File: src/rtl/updn_tb_pkg.sv
`timescale 1ns/1ps
package updn_tb_pkg;

    localparam int unsigned DEF_CNT_W = 16;
    localparam int unsigned DEF_PSC_W = 16;

    typedef enum logic [1:0] {
        MODE_UP     = 2'd0,
        MODE_DOWN   = 2'd1,
        MODE_CENTER = 2'd2,
        MODE_SPARE  = 2'd3
    } count_mode_e;

    typedef enum logic [1:0] {
        SEL_COUNT  = 2'd0,
        SEL_DIV    = 2'd1,
        SEL_PERIOD = 2'd2,
        SEL_NONE   = 2'd3
    } reg_sel_e;

    // True when the counter is currently moving towards larger values.
    function automatic logic heading_up(count_mode_e mode, logic falling);
        return (mode == MODE_DOWN) ? 1'b0 :
               (mode == MODE_CENTER) ? !falling : 1'b1;
    endfunction

endpackage

File: src/rtl/updn_tb_prescaler.sv
`timescale 1ns/1ps
module updn_tb_prescaler #(
    parameter int unsigned PSC_W = 16
) (
    input  logic             clk,
    input  logic             rst,
    input  logic             clk_en,
    input  logic             restart,
    input  logic [PSC_W-1:0] divisor,
    output logic             tick
);
    logic [PSC_W-1:0] div_q;

    assign tick = clk_en && (div_q == divisor);

    always_ff @(posedge clk) begin
        if (rst) begin
            div_q <= '0;
        end else if (restart || tick) begin
            div_q <= '0;
        end else if (clk_en) begin
            div_q <= div_q + 1'b1;
        end
    end
endmodule

File: src/rtl/updn_tb_shadow.sv
`timescale 1ns/1ps
module updn_tb_shadow
    import updn_tb_pkg::*;
#(
    parameter int unsigned CNT_W  = 16,
    parameter int unsigned PSC_W  = 16,
    parameter int unsigned DATA_W = 16
) (
    input  logic              clk,
    input  logic              rst,
    input  logic              load,
    input  logic              buffered,
    input  logic              wr_en,
    input  reg_sel_e          wr_sel,
    input  logic [DATA_W-1:0] wr_data,
    output logic [CNT_W-1:0]  per_pre,
    output logic [CNT_W-1:0]  per_act,
    output logic [CNT_W-1:0]  per_next,
    output logic [PSC_W-1:0]  div_pre,
    output logic [PSC_W-1:0]  div_act
);
    logic             per_wr;
    logic             div_wr;
    logic [PSC_W-1:0] div_next;

    assign per_wr   = wr_en && (wr_sel == SEL_PERIOD);
    assign div_wr   = wr_en && (wr_sel == SEL_DIV);
    assign per_next = per_wr ? wr_data[CNT_W-1:0] : per_pre;
    assign div_next = div_wr ? wr_data[PSC_W-1:0] : div_pre;

    always_ff @(posedge clk) begin
        if (rst) begin
            per_pre <= '1;
            per_act <= '1;
            div_pre <= '0;
            div_act <= '0;
        end else begin
            per_pre <= per_next;
            div_pre <= div_next;
            if (load) begin
                per_act <= per_next;
                div_act <= div_next;
            end else if (per_wr && !buffered) begin
                per_act <= wr_data[CNT_W-1:0];
            end
        end
    end
endmodule

File: src/rtl/updn_tb_counter.sv
`timescale 1ns/1ps
module updn_tb_counter
    import updn_tb_pkg::*;
#(
    parameter int unsigned CNT_W = 16
) (
    input  logic             clk,
    input  logic             rst,
    input  logic             tick,
    input  count_mode_e      mode,
    input  logic [CNT_W-1:0] per_act,
    input  logic [CNT_W-1:0] per_next,
    input  logic             cnt_wr,
    input  logic [CNT_W-1:0] cnt_wdata,
    input  logic             sw_upd,
    output logic [CNT_W-1:0] cnt,
    output logic             falling,
    output logic             wrap
);
    localparam logic [CNT_W-1:0] ONE = CNT_W'(1);

    logic [CNT_W-1:0] cnt_d;
    logic             fall_q;
    logic             fall_d;

    always_comb begin
        cnt_d  = cnt;
        fall_d = fall_q;
        wrap   = 1'b0;
        if (sw_upd) begin
            cnt_d = heading_up(mode, fall_q) ? '0 : per_next;
        end else if (cnt_wr) begin
            cnt_d = cnt_wdata;
        end else if (tick) begin
            if (per_act == '0) begin
                cnt_d = '0;
            end else begin
                case (mode)
                    MODE_DOWN: begin
                        if (cnt == '0) begin
                            cnt_d = per_next;
                            wrap  = 1'b1;
                        end else begin
                            cnt_d = cnt - ONE;
                        end
                    end
                    MODE_CENTER: begin
                        if (!fall_q) begin
                            if (cnt >= per_act) begin
                                cnt_d  = per_act - ONE;
                                fall_d = 1'b1;
                                wrap   = 1'b1;
                            end else begin
                                cnt_d = cnt + ONE;
                            end
                        end else begin
                            if (cnt == '0) begin
                                cnt_d  = ONE;
                                fall_d = 1'b0;
                                wrap   = 1'b1;
                            end else begin
                                cnt_d = cnt - ONE;
                            end
                        end
                    end
                    default: begin
                        if (cnt >= per_act) begin
                            cnt_d = '0;
                            wrap  = 1'b1;
                        end else begin
                            cnt_d = cnt + ONE;
                        end
                    end
                endcase
            end
        end
        if (mode != MODE_CENTER) begin
            fall_d = 1'b0;
        end
    end

    always_ff @(posedge clk) begin
        if (rst) begin
            cnt    <= '0;
            fall_q <= 1'b0;
        end else begin
            cnt    <= cnt_d;
            fall_q <= fall_d;
        end
    end

    assign falling = !heading_up(mode, fall_q);
endmodule

File: src/rtl/updn_timebase.sv
`timescale 1ns/1ps
module updn_timebase
    import updn_tb_pkg::*;
#(
    parameter int unsigned CNT_W  = DEF_CNT_W,
    parameter int unsigned PSC_W  = DEF_PSC_W,
    parameter int unsigned DATA_W = (CNT_W > PSC_W) ? CNT_W : PSC_W
) (
    input  logic              clk,
    input  logic              rst,
    input  logic              clk_en,
    input  logic [1:0]        cnt_mode,
    input  logic              reload_buf_en,
    input  logic              sw_update,
    input  logic              wr_en,
    input  logic [1:0]        wr_sel,
    input  logic [DATA_W-1:0] wr_data,
    input  logic [1:0]        rd_sel,
    output logic [DATA_W-1:0] rd_data,
    output logic [CNT_W-1:0]  count,
    output logic              count_down,
    output logic              update_evt
);
    count_mode_e      mode;
    reg_sel_e         wsel;
    reg_sel_e         rsel;
    logic             tick;
    logic             wrap;
    logic             uev;
    logic             cnt_wr;
    logic [CNT_W-1:0] per_pre;
    logic [CNT_W-1:0] arr_act;
    logic [CNT_W-1:0] per_next;
    logic [PSC_W-1:0] div_pre;
    logic [PSC_W-1:0] div_act;
    logic             upd_q;

    assign mode   = count_mode_e'(cnt_mode);
    assign wsel   = reg_sel_e'(wr_sel);
    assign rsel   = reg_sel_e'(rd_sel);
    assign cnt_wr = wr_en && (wsel == SEL_COUNT);
    assign uev    = sw_update || wrap;

    updn_tb_prescaler #(.PSC_W(PSC_W)) u_psc (
        .clk     (clk),
        .rst     (rst),
        .clk_en  (clk_en),
        .restart (uev),
        .divisor (div_act),
        .tick    (tick)
    );

    updn_tb_shadow #(.CNT_W(CNT_W), .PSC_W(PSC_W), .DATA_W(DATA_W)) u_shadow (
        .clk      (clk),
        .rst      (rst),
        .load     (uev),
        .buffered (reload_buf_en),
        .wr_en    (wr_en),
        .wr_sel   (wsel),
        .wr_data  (wr_data),
        .per_pre  (per_pre),
        .per_act  (arr_act),
        .per_next (per_next),
        .div_pre  (div_pre),
        .div_act  (div_act)
    );

    updn_tb_counter #(.CNT_W(CNT_W)) u_cnt (
        .clk       (clk),
        .rst       (rst),
        .tick      (tick),
        .mode      (mode),
        .per_act   (arr_act),
        .per_next  (per_next),
        .cnt_wr    (cnt_wr),
        .cnt_wdata (wr_data[CNT_W-1:0]),
        .sw_upd    (sw_update),
        .cnt       (count),
        .falling   (count_down),
        .wrap      (wrap)
    );

    always_ff @(posedge clk) begin
        if (rst) begin
            upd_q <= 1'b0;
        end else begin
            upd_q <= uev;
        end
    end
    assign update_evt = upd_q;

    always_comb begin
        case (rsel)
            SEL_COUNT:  rd_data = DATA_W'(count);
            SEL_DIV:    rd_data = DATA_W'(div_pre);
            SEL_PERIOD: rd_data = DATA_W'(per_pre);
            default:    rd_data = '0;
        endcase
    end
endmodule

File: config.mk
export PLATFORM = sky130hd
export DESIGN_NAME = updn_timebase
export DESIGN_NICKNAME = d
export VERILOG_FILES = /design/src/rtl/updn_tb_pkg.sv /design/src/rtl/updn_tb_prescaler.sv /design/src/rtl/updn_tb_shadow.sv /design/src/rtl/updn_tb_counter.sv /design/src/rtl/updn_timebase.sv
export SDC_FILE = /design/constraint.sdc
export NUM_CORES = 1
export LEC_CHECK = 0
export BUFFER_PORTS_ARGS = -buffer_cell sky130_fd_sc_hd__buf_2
export CORE_MARGIN = 4
export CORE_UTILIZATION = 50
export DETAILED_ROUTE_END_ITERATION = 12
export HOLD_SLACK_MARGIN = 0.06
export PLACE_DENSITY_LB_ADDON = 0.2
export SLEW_MARGIN = 25
export SYNTH_ARGS = -nofsm -noshare
export SYNTH_HDL_FRONTEND = slang
export SYNTH_SLANG_ARGS = --single-unit
File: constraint.sdc
create_clock -name clk -period 2.3 [get_ports clk]
set_input_delay 0.575 -clock clk [delete_from_list [all_inputs] [get_ports clk]]
set_output_delay 0.575 -clock clk [all_outputs]
set_load 0.03 [all_outputs]
==> flow_summary.yaml <==
worst_hold_path:
  hold_end: "u_shadow.div_pre[12]$_SDFF_PP0_"
  min_from: "u_shadow.div_pre[12]$_SDFF_PP0_"
  min-delay-path-class: "flip-flop to flip-flop"
  hold-path-cell-count: 2
global_route:
  grt_max_degree: 41
  grt_pass1_vias: 7118
  gr-usage-all-layers: 0.313
  grt_pass1_wl_um: 38900
  grt-ovfl-total: 0
  antenna_found_initial: 0
power_and_ir_drop:
  p_sw_mw: 1.87
  seqPwrFrac: 0.349
  internal_power_mw: 3.36
  combPwrFrac: 0.357
  swShare: 0.357
  p_per_area_nw_per_um2: 554
  power_mw: 5.23
  peakVddDrop_uv: 493
  p_clk_frac: 0.293
  p_leak_nw: 4.11
worst_setup_path:
  crit_chain: "inv_1, ha_4, a21oi_1, o21ai_0, a21oi_2, o21a_1, o32ai_4, a31oi_4, buf_6, buf_12, mux2_2"
  reg2reg_to: "u_shadow.div_act[8]$_SDFFE_PP0N_"
  rr_worst_depth: 11
  end_kind: "flip-flop"
  cp_slowest_stage_delay_ns: 0.33
  worstSetupStartpointType: "flip-flop"
  startpoint: "u_shadow.per_act[9]$_SDFFE_PP1P_"
  reg2reg_setup_slack_ns: -0.11
  worstSetupPathType: "flip-flop to flip-flop"
  crit_fanout: 8
  slowest_stage: "dfxtp_2"
  r2r_start: "u_shadow.per_act[9]$_SDFFE_PP1P_"
  worst-endpoint-required_ns: 2.54
  cp.arrival_ns: 2.65
clock_network:
  cts_tree: "done"
  clk_latency_ns: 0.36
  clkSinkCount: 98
  clk_path_buf_depth: 2
  htreeDepth: 3
  cts_buffers: 9
  root_buffer: "clkbuf_16"
  clk_pin_slew_worst_paths_ns: 0.07
drt:
  via_per_inst: 6.04
  first_pass_iters: 5
  vias: 7288
  dr.first_iter.drc_count: 839
  remaining_drc_errors: 0
  antenna_left: 0
  wirelength_um: 26100
  wire_per_inst_um: 21.6
placement:
  pre_cts_ws_ns: -0.377
  hpwlAfterDp_um: 19300
  placed_area_um2: 8430
  io_buffers: 61
  gp_congestion: 0.969
floorplan:
  initial_utilization: 0.515
  io_pins: 62
  row_count: 42
  coreArea_um2: 13300
  die_w_um: 125
  dieHeight_um: 125
  die-area_um2: 15700
cells_and_area:
  fin_area_um2: 9440
  layout_commonest_cell: "buf_4"
  layout.nets: 1076
  n_antenna_cell: 0
  area_delta_synth_final_pct: 37.3
  final_core_util: 0.707
  drive_above_1_share: 0.393
  layout_common_cells: "145 x buf_4, 123 x nand2_1, 73 x dfxtp_1, 61 x buf_2, 53 x nor2_1"
timing:
  relSlewSlack: 0.558
  drv_slew: 0
  worst_pin_slew_ns: 0.663
  max_freq_ghz: 0.416
  fin_ws_ns: -0.106
  final_hold_viol_count: 0
  period_share: 1.05
  final.min_clock_period_ns: 2.41
  finClkSkew_ns: 0.00960
  grt_setup_unrepaired: "yes"
  setup_violations: 36
yosys:
  yosys_warnings: 0
  syn_area_um2: 6880
  syn_inst: 842
  synth_nets: 893
  async_flop_share: 0
  synth_edf_count: 0
  ys.flop_type: "dfxtp_1"
  ys_seq_area_frac: 0.285
  ys_seq_elements: 98
  syn_area_per_cell_um2: 8.17
  ys_types: 75
flow_run:
  cap_viol_max_count: 0
outcome:
  status: "finished, violations left"
  failed_checks: "setup timing"
==> power groups by stage <==
stage	logic, mW	registers (mW)	clock network, mW
CTS	1.70	1.82	1.54
global placement	1.60	1.85	0
finish	1.87	1.83	1.54
detailed placement	1.62	1.85	0
global route	1.97	1.84	1.62
floorplan	0.915	1.92	0
==> what timing repair did <==
action                     CTS  global route
setup endpoints to repair   46            50
cloned                       3             2
hold buffers                 0             0
buffers inserted             5            10
pin swaps                   14            25
resized for setup           42            64
==> worst max path at each step <==
stage	to	slack (ns)
floorplan	rd_data[5]	-0.09
global placement	u_cnt.cnt[4]$_SDFFE_PP0P_	-0.38
detailed placement	u_cnt.cnt[4]$_SDFFE_PP0P_	-0.38
CTS	u_shadow.div_act[8]$_SDFFE_PP0N_	-0.04
global route	u_shadow.div_act[9]$_SDFFE_PP0N_	-0.17
finish	u_shadow.div_act[8]$_SDFFE_PP0N_	-0.11
==> critical path: cells and delay by family (launching register included) <==
kind	cells	cell delay [ns]
buffers and inverters	3	0.41
flip-flops	1	0.33
multiplexers	1	0.33
AO/OA/AOI/OAI	6	1.02
adder cells (fa/ha/maj)	1	0.22
==> per-layer routing <==
metal / vias to the layer above / wire length (um) / global-route usage
li1: 3366 / - / -
met1: 3468 / 10800 / 0.411
met2: 378 / 12200 / 0.501
met3: 76 / 2240 / 0.0618
met4: 0 / 899 / 0.137
met5: - / 0 / 0
==> cells in the mapped netlist, types with 11 or more instances <==
cell type | n | area [um^2]
dfxtp_1 | 98 | 1960
nor2_1 | 60 | 225
nand3_1 | 24 | 120
ha_1 | 23 | 288
clkbuf_1 | 36 | 135
nor2b_1 | 21 | 131
inv_1 | 30 | 113
and3_1 | 12 | 75.1
nand2_1 | 126 | 473
a21oi_1 | 45 | 225
nor3_1 | 17 | 85.1
mux2_4 | 29 | 435
mux2i_1 | 32 | 320
nand4_1 | 11 | 68.8
o21ai_0 | 41 | 205
xnor2_1 | 41 | 359
o211ai_1 | 22 | 165
xor2_1 | 31 | 272
==> registers in the layout (all words and copies together), names as in the netlist <==
| register | flops |
|---|---|
| u_shadow.per_pre | 16 |
| update_evt | 1 |
| u_cnt.cnt | 16 |
| u_shadow.div_act | 16 |
| u_cnt.fall_q | 1 |
| u_shadow.div_pre | 16 |
| u_psc.div_q | 16 |
| u_shadow.per_act | 16 |
==> layout make-up <==
class	count	area (um^2)
flip-flops and latches	98	2000
clock buffers	10	239
fillers	1016	3910
clock inverters	6	55.1
well taps	176	220
inverters	31	119
repair buffers	226	1770
multi-input cells	659	5030
==> cells by family after synthesis <==
family | Yosys count | share of synthesized area
and+or+nand+nor | 317 | 0.227
adders and majority gates | 23 | 0.0418
DFF | 98 | 0.285
buffers and inverters | 85 | 0.0557
muxes | 71 | 0.126
AOI/OAI and AO/OA | 176 | 0.172
xor gates and xnor gates | 72 | 0.0917
==> per-stage QoR <==
step                      hold WS (ns)  TNS [ns]  cells
after detailed placement         0.477     -6.31   1172
after global routing             0.515     -5.27   1206
after floorplan                  0.452    -0.380    842
after CTS                        0.488    -0.581   1195
final                            0.485     -2.82   1206
after global placement           0.459     -5.33   1172
Note: power is estimated with default switching activity, not from simulation.
